### config.mk
export PLATFORM = sky130hd
export DESIGN_NAME = rxq_fifo
export DESIGN_NICKNAME = d
export VERILOG_FILES = /design/src/rtl/rxq_pkg.sv /design/src/rtl/rxq_store.sv /design/src/rtl/rxq_errtrack.sv /design/src/rtl/rxq_fifo.sv
export SDC_FILE = /design/constraint.sdc
export NUM_CORES = 1
export LEC_CHECK = 0
export ABC_CLOCK_PERIOD_IN_PS = 7900
export BUFFER_PORTS_ARGS = -buffer_cell sky130_fd_sc_hd__buf_4
export CORE_MARGIN = 1
export CORE_UTILIZATION = 35
export DETAILED_ROUTE_END_ITERATION = 6
export GPL_TIMING_DRIVEN = 1
export PLACE_DENSITY = 0.51
export SYNTH_ARGS = -nofsm -noshare
export SYNTH_HDL_FRONTEND = slang
export SYNTH_HIERARCHICAL = 1
export SYNTH_SLANG_ARGS = --single-unit
export TNS_END_PERCENT = 50
### constraint.sdc
create_clock -name clk -period 7.9 [get_ports clk]
set_input_delay 0.395 -clock clk [delete_from_list [all_inputs] [get_ports clk]]
set_output_delay 0.395 -clock clk [all_outputs]
set_load 0.01 [all_outputs]
### src/rtl/rxq_pkg.sv
package rxq_pkg;
    localparam int CHAR_W = 8;

    typedef struct packed {
        logic              brk;
        logic              perr;
        logic              ferr;
        logic [CHAR_W-1:0] data;
    } rxq_slot_t;

    localparam int SLOT_W = $bits(rxq_slot_t);

    function automatic logic [4:0] trig_threshold(input logic [1:0] code);
        case (code)
            2'b00:   return 5'd1;
            2'b01:   return 5'd4;
            2'b10:   return 5'd8;
            default: return 5'd14;
        endcase
    endfunction

    function automatic logic slot_bad(input rxq_slot_t s);
        return s.brk | s.perr | s.ferr;
    endfunction
endpackage

### src/rtl/rxq_store.sv
module rxq_store #(
    parameter int DEPTH = 16,
    parameter int W     = 11,
    localparam int PTR_W = $clog2(DEPTH),
    localparam int CNT_W = $clog2(DEPTH + 1)
) (
    input  logic             clk,
    input  logic             rst,
    input  logic             clr,
    input  logic             wr_req,
    input  logic [W-1:0]     wr_word,
    input  logic             rd_req,
    output logic [W-1:0]     rd_word,
    output logic             wr_acc,
    output logic             rd_acc,
    output logic [CNT_W-1:0] count,
    output logic             ovr
);
    logic [W-1:0]     mem [DEPTH];
    logic [PTR_W-1:0] wp, rp;
    logic             full, empty;

    assign full    = (count == CNT_W'(DEPTH));
    assign empty   = (count == '0);
    assign rd_acc  = rd_req & ~empty & ~clr;
    assign wr_acc  = wr_req & (~full | rd_acc) & ~clr;
    assign rd_word = mem[rp];

    always_ff @(posedge clk) begin
        if (wr_acc) mem[wp] <= wr_word;
    end

    always_ff @(posedge clk) begin
        if (rst || clr) begin
            wp    <= '0;
            rp    <= '0;
            count <= '0;
            ovr   <= 1'b0;
        end else begin
            if (wr_acc) wp <= (wp == PTR_W'(DEPTH - 1)) ? '0 : wp + 1'b1;
            if (rd_acc) rp <= (rp == PTR_W'(DEPTH - 1)) ? '0 : rp + 1'b1;
            case ({wr_acc, rd_acc})
                2'b10:   count <= count + 1'b1;
                2'b01:   count <= count - 1'b1;
                default: count <= count;
            endcase
            ovr <= wr_req & full & ~rd_acc;
        end
    end

    assert_no_overflow_R1: assert property (@(posedge clk) disable iff (rst)
        count <= CNT_W'(DEPTH));
    assert_pushpop_level_R3: assert property (@(posedge clk) disable iff (rst)
        (wr_req && rd_req && !clr && count != '0) |=> $stable(count));
    assert_drop_keeps_R6: assert property (@(posedge clk) disable iff (rst)
        (wr_req && !rd_req && !clr && full) |=> (count == CNT_W'(DEPTH)) && $stable(rp));
    assert_empty_pop_R9: assert property (@(posedge clk) disable iff (rst)
        (rd_req && !wr_req && !clr && empty) |=> (count == '0) && $stable(rp));
    assert_clear_R8: assert property (@(posedge clk) disable iff (rst)
        clr |=> (count == '0) && !ovr);
endmodule

### src/rtl/rxq_errtrack.sv
module rxq_errtrack #(
    parameter int CNT_W = 5
) (
    input  logic             clk,
    input  logic             rst,
    input  logic             clr,
    input  logic             in_acc,
    input  logic             in_bad,
    input  logic             out_acc,
    input  logic             out_bad,
    input  logic [CNT_W-1:0] level,
    output logic             any_bad
);
    logic [CNT_W-1:0] bad_cnt;
    logic             inc, dec;

    assign inc     = in_acc & in_bad;
    assign dec     = out_acc & out_bad;
    assign any_bad = (bad_cnt != '0);

    always_ff @(posedge clk) begin
        if (rst || clr) begin
            bad_cnt <= '0;
        end else begin
            case ({inc, dec})
                2'b10:   bad_cnt <= bad_cnt + 1'b1;
                2'b01:   bad_cnt <= bad_cnt - 1'b1;
                default: bad_cnt <= bad_cnt;
            endcase
        end
    end

    assert_err_within_level_R7: assert property (@(posedge clk) disable iff (rst)
        bad_cnt <= level);
    assert_err_clear_R8: assert property (@(posedge clk) disable iff (rst)
        clr |=> !any_bad);
endmodule

### src/rtl/rxq_fifo.sv
module rxq_fifo
    import rxq_pkg::*;
#(
    parameter int DEPTH = 16,
    localparam int CNT_W = $clog2(DEPTH + 1)
) (
    input  logic              clk,
    input  logic              rst,
    input  logic              clr,
    input  logic              push,
    input  logic [CHAR_W-1:0] push_data,
    input  logic              push_brk,
    input  logic              push_perr,
    input  logic              push_ferr,
    input  logic              pop,
    output logic [CHAR_W-1:0] head_data,
    output logic              head_brk,
    output logic              head_perr,
    output logic              head_ferr,
    output logic [CNT_W-1:0]  level,
    output logic              data_ready,
    input  logic [1:0]        trig_code,
    output logic              trig_hit,
    output logic              any_err,
    output logic              overrun
);
    rxq_slot_t in_slot, head_slot;
    logic      wr_acc, rd_acc;

    assign in_slot = '{brk: push_brk, perr: push_perr, ferr: push_ferr, data: push_data};

    rxq_store #(.DEPTH(DEPTH), .W(SLOT_W)) u_store (
        .clk(clk), .rst(rst), .clr(clr),
        .wr_req(push), .wr_word(in_slot),
        .rd_req(pop), .rd_word(head_slot),
        .wr_acc(wr_acc), .rd_acc(rd_acc),
        .count(level), .ovr(overrun)
    );

    rxq_errtrack #(.CNT_W(CNT_W)) u_err (
        .clk(clk), .rst(rst), .clr(clr),
        .in_acc(wr_acc), .in_bad(slot_bad(in_slot)),
        .out_acc(rd_acc), .out_bad(slot_bad(head_slot)),
        .level(level), .any_bad(any_err)
    );

    assign head_data  = head_slot.data;
    assign head_brk   = head_slot.brk;
    assign head_perr  = head_slot.perr;
    assign head_ferr  = head_slot.ferr;
    assign data_ready = (level != '0);
    assign trig_hit   = (level >= CNT_W'(trig_threshold(trig_code)));

    assert_err_needs_data_R7: assert property (@(posedge clk) disable iff (rst)
        any_err |-> data_ready);
    assert_trig_needs_data_R5: assert property (@(posedge clk) disable iff (rst)
        trig_hit |-> data_ready);
    assert_ovr_pulse_R6: assert property (@(posedge clk) disable iff (rst)
        overrun |-> (level == CNT_W'(DEPTH)));
endmodule

[Word-level counts from Yosys, hierarchy flattened]
Memories as Yosys holds them, arrays and structs flattened. A register that Yosys moved wholly into a read port is not among the register bits.
Index checks and enable logic that the tools add are counted.
Word-level totals
  output and inout port bits: 20
  memories: 1
  memory bits (writable): 176
  register bits after elaboration: 19
  logic and storage cells: 55
Memory list
  u_store.mem: depth 16, bits a word 11, read ports 1, clocked after Yosys merged registers in 1, write ports 1, RTL line rxq_store.sv:19  | logic [W-1:0] mem [DEPTH];
Operators by class
  bitwise gates (word level): 17
  add/sub/neg operators: 6
  $lt $le $gt $ge: 1
  reductions and logical operators: 7
  equality and inequality tests: 9
  multiplexer cells: 9
Operator list (count)
  $pmux 5 s2: 2
  $mux 4: 4
  $pmux 4 s3: 1
  $add 5x1->5 const B: 2
  $reduce_bool 5->1: 2
  $sub 5x1->5 const B: 2
  $add 4x1->4 const B: 2
  $and 1x1->1: 8
  $eq 4x4->1 const B: 2
  $eq 2x1->1 const B: 3
  $eq 2x2->1 const B: 3
  $eq 5x5->1 const B: 1
  $ge 5x5->1: 1
  $logic_not 5->1: 1
  $or 1x1->1: 5
  $not 1->1: 4
  $reduce_bool 2->1: 2
  $logic_not 2->1: 1
  $mux 1: 2
  $logic_or 1x1->1: 1

[Depth between registers and ports, before layout]
  depth after elaboration: 10
  mapped depth: 15
  mapped depth without buffers: 12

[By module]
Netlist, hierarchy kept.
Modules (own cells, without submodules)
  rxq_store: seq. area each 5645.4 um^2, times used 1, area an instance 7677.4 um^2, cells an instance 394
  rxq_errtrack: seq. area each 100.1 um^2, times used 1, area an instance 432.9 um^2, cells an instance 52
  rxq_fifo: seq. area each 0.0 um^2, times used 1, area an instance 142.6 um^2, cells an instance 19

[Worst setup path before layout]
No wires, ideal clock.
  kind: flip-flop to flip-flop
  start point: register (tool-made name)
  end point: register u_err.bad_cnt[2]
  required time: 7.830 ns
  slack: 4.389 ns
  clock period less this slack: 3.511 ns
  buffers on the path: 3
  cell stages (with the launch flop): 16
  arrival: 3.441 ns
  cell sequence: dfxtp_1 buf_2 buf_2 mux4_2 a22oi_1 nand2_1 or3_1 and2_1 ha_1 buf_2 xor2_1 ha_1 a21oi_1 xor2_1 or3_1 a21oi_1
RTL lines
  end signal: assignment: RTL line rxq_errtrack.sv:26  | 2'b10: bad_cnt <= bad_cnt + 1'b1;
  end signal: assignment: RTL line rxq_errtrack.sv:27  | 2'b01: bad_cnt <= bad_cnt - 1'b1;
  end signal: assignment: RTL line rxq_errtrack.sv:28  | default: bad_cnt <= bad_cnt;
  end: declaration: RTL line rxq_errtrack.sv:14  | logic [CNT_W-1:0] bad_cnt;

==> impl_results.md <==
- Post-synthesis sequential area ratio: 0.6962
- Post-synth EDFFs: 176
- Starting Density: 0.3612
- Final Critical Period: between 4 and 5 ns
- Sw frac: 0.2233
- Register bit total from synthesis: 199
- Post-DP HPWL: 10.33 mm
- Post-CTS sizing: 0
- Sequential group share of total power: 0.559
- DRT iter0 DRCs: 243
- Logic pwr share: 0.031
- WL final: ~18 mm
- Vias in the first global route: 4,516
- Design Area, Final: 0.009484 mm²
- CTS Buf Count: 17
- CTS Hold Bufs: 0
- First-pass GRT wire length: approximately 28 mm
- Root buffer cell: clkbuf_16
- FP Rows: 55
- WS Path Type: reg2reg
- Pwr/cell area: about 220 mW/mm²
- Fin nets: between 500 and 600
- Clk sinks: 199
- Buffers on Ports: 37
- Avg Inst Size Synth: 17.75 µm²
- Slew HR: 0.3823
- Worst EP arrival: 4.37 ns
- Diode count: 0
- Worst-Margin Slew: 0.9265 ns
- Setup TNS Final: 0 ns
- Worst setup SP type: flop
- Setup Fix Bufs, Post-CTS: 0
- Hold WC Path Type: in2reg
- Detailed-route via count: roughly 4,300
- Pint: 1.596 mW
- Final count of hold timing violations: 0
- Post-synth ARST share: 0
- Mean routed wirelength per cell: roughly 22 µm
- Placed Instance Area: 0.008904 mm²
- Area delta synth->final: 14.92%
- Tot Pwr: 2.055 mW
- Share of cells above drive strength 1: 0.2741
- Clock Path Buffers: 2
- CP max FO: 44
- Final setup vio count: 0
- Clk slew on worst S/H paths: around 0.07 ns
- Status: complete, no violations
- Fin. max-slew vios: 0
- Gate count of the mapped netlist: 465
- RSZ-0062 raised after global routing: no
- Largest net degree at the start of global routing: 45
- Worst-Skew Late Latency: 0.43 ns
- Most common cell after layout, fill and taps aside: edfxtp_1
- # IOs: 38
- Synth cell types: 58
- Die Area: 0.02420 mm²
- Syn nets: 500
- TritonCTS clock tree: done
- Chip Width: about 160 µm
- F_max: 249.7 MHz
- GPL Wtd Cong: 0.7777
- Core area: 0.02285 mm²
- Post-DRT Antenna Nets: 0
- DRC Markers: 0
- GRT overflow: 0
- Most frequent cells in the layout: 176 x edfxtp_1, 46 x buf_4, 44 x mux4_2
- Clock power share: 0.410
- GRT Util Overall: 0.1618
- Synthesized cell area: 0.008253 mm²
- Synth warnings: 6
- Clock Skew: 0.008927 ns
- Initial antenna violation count: 0
- Number of fill cells in the layout: 2,097
- Max-Cap Viols: 0
- Most used DFF post-synth: edfxtp_1
- Req. time, crit path: about 8.3 ns
- NetSw: 458.9 µW
- Final period utilization: 0.5070
- VDD IR max: 0.0001325 V
- Pre-CTS setup slack: 3.862 ns
- H-tree depth: 4
- First drt pass iteration count: 4
- Final setup margin: 3.895 ns
- Leak: 3.119 nW
- CP Capture Type: flop
- Via/cell ratio: 5.181
- Die Y: 155.6 µm
-- power by group through the flow --
stage / clock network (mW) / registers (mW) / logic [mW]
2_1_floorplan: 0 / 1.17 / 0.0322
3_3_place_gp: 0 / 1.17 / 0.0638
3_5_place_dp: 0 / 1.17 / 0.0655
4_1_cts: 0.867 / 1.15 / 0.0655
5_1_grt: 0.910 / 1.15 / 0.0716
6_report: 0.843 / 1.15 / 0.0642
-- synth_stat cells (2+ instances only) --
cell type  count  area share
nor3_1         4      0.0024
nand2b_1       3      0.0023
a21o_1         2      0.0018
buf_2          7      0.0042
nor2_1        17      0.0077
edfxtp_1     176        0.64
nand4b_1       3      0.0032
nor3b_1        2      0.0018
nand4_1        4      0.0030
and2_1        11      0.0083
a21oi_1        9      0.0055
ha_1          17       0.026
nand2_1       21      0.0096
nand3_1        5      0.0030
or3_1          5      0.0038
inv_1          6      0.0027
xor2_1         7      0.0074
nor4b_1        4      0.0042
clkbuf_1      16      0.0073
and3_1         5      0.0038
dfxtp_1       23       0.056
o21ai_0        6      0.0036
nor4b_2        2      0.0036
nor2b_1        2      0.0015
a22oi_1       22       0.020
nor4_1         4      0.0030
or2_2          2      0.0015
mux4_2        44        0.12
mux2i_1        6      0.0073
and4b_1        2      0.0024
-- through the flow --
stage | hold WS (ns) | cells | util
floorplan | 0.4649 | 465 | -
global placement | 0.4956 | 799 | 0.3897
detailed placement | 0.5055 | 799 | 0.3897
CTS | 0.1356 | 831 | 0.4151
global route | 0.1462 | 831 | 0.4151
finish | 0.1544 | 831 | 0.4151
-- logic make-up (layout without fill, tap and decap cells) --
family	after synthesis	after routing	synth area share
DFF	199	199	0.6962
muxes	50	50	0.1274
and+or+nand+nor	106	106	0.07777
adders and majority gates	17	17	0.02577
AOI/OAI and AO/OA	53	53	0.04715
buffers and inverters	32	85	0.01728
xor gates and xnor gates	8	8	0.008490
-- area by class of cell --
class | instances | area [µm²] | area share
Inverter | 7 | 28.78 | 0.003034
Clock buffer | 18 | 429.2 | 0.04525
Tap cell | 313 | 391.6 | 0.04129
Timing Repair Buffer | 46 | 345.3 | 0.03641
Clock inverter | 14 | 151.4 | 0.01596
Sequential cell | 199 | 5748 | 0.6061
Multi-Input combinational cell | 234 | 2390 | 0.2520
-- flip-flops by register name, indices dropped and copies added (netlist names), named ones only --
signal / count
u_store/mem: 176
u_err/bad_cnt: 5
u_store/count: 5
u_store/rp: 4
u_store/wp: 4
u_store/ovr: 1
-- final timing paths --
path	cells past startpoint	end	slack, ns	from
max	13	u_err/bad_cnt[2]	3.90	flop
min	2	u_store/ovr	0.15	rst
min reg2reg	2	u_err/bad_cnt[3]	0.51	u_err/bad_cnt[3]
max reg2reg	13	u_err/bad_cnt[2]	3.90	flop
-- critical path, cell delays in order, from the launching register on --
cell and delay (ns):
dfxtp_2 0.31, buf_4 0.69, mux4_2 0.60, a22oi_1 0.25, nand2_1 0.12, or3_1 0.38
and2_1 0.17, ha_1 0.31, xor2_1 0.18, ha_1 0.22, a21oi_1 0.15, xor2_1 0.09
or3_1 0.31, a21oi_1 0.14
-- routing by layer --
metal / track usage / vias up / routed length, µm
li1: - / 1962 / -
met1: 0.2025 / 2237 / 7677
met2: 0.2770 / 96 / 9395
met3: 0.04000 / 10 / 837
met4: 0.04855 / 0 / 174
met5: 0 / - / 0
Power figures use the tool's default switching activity.
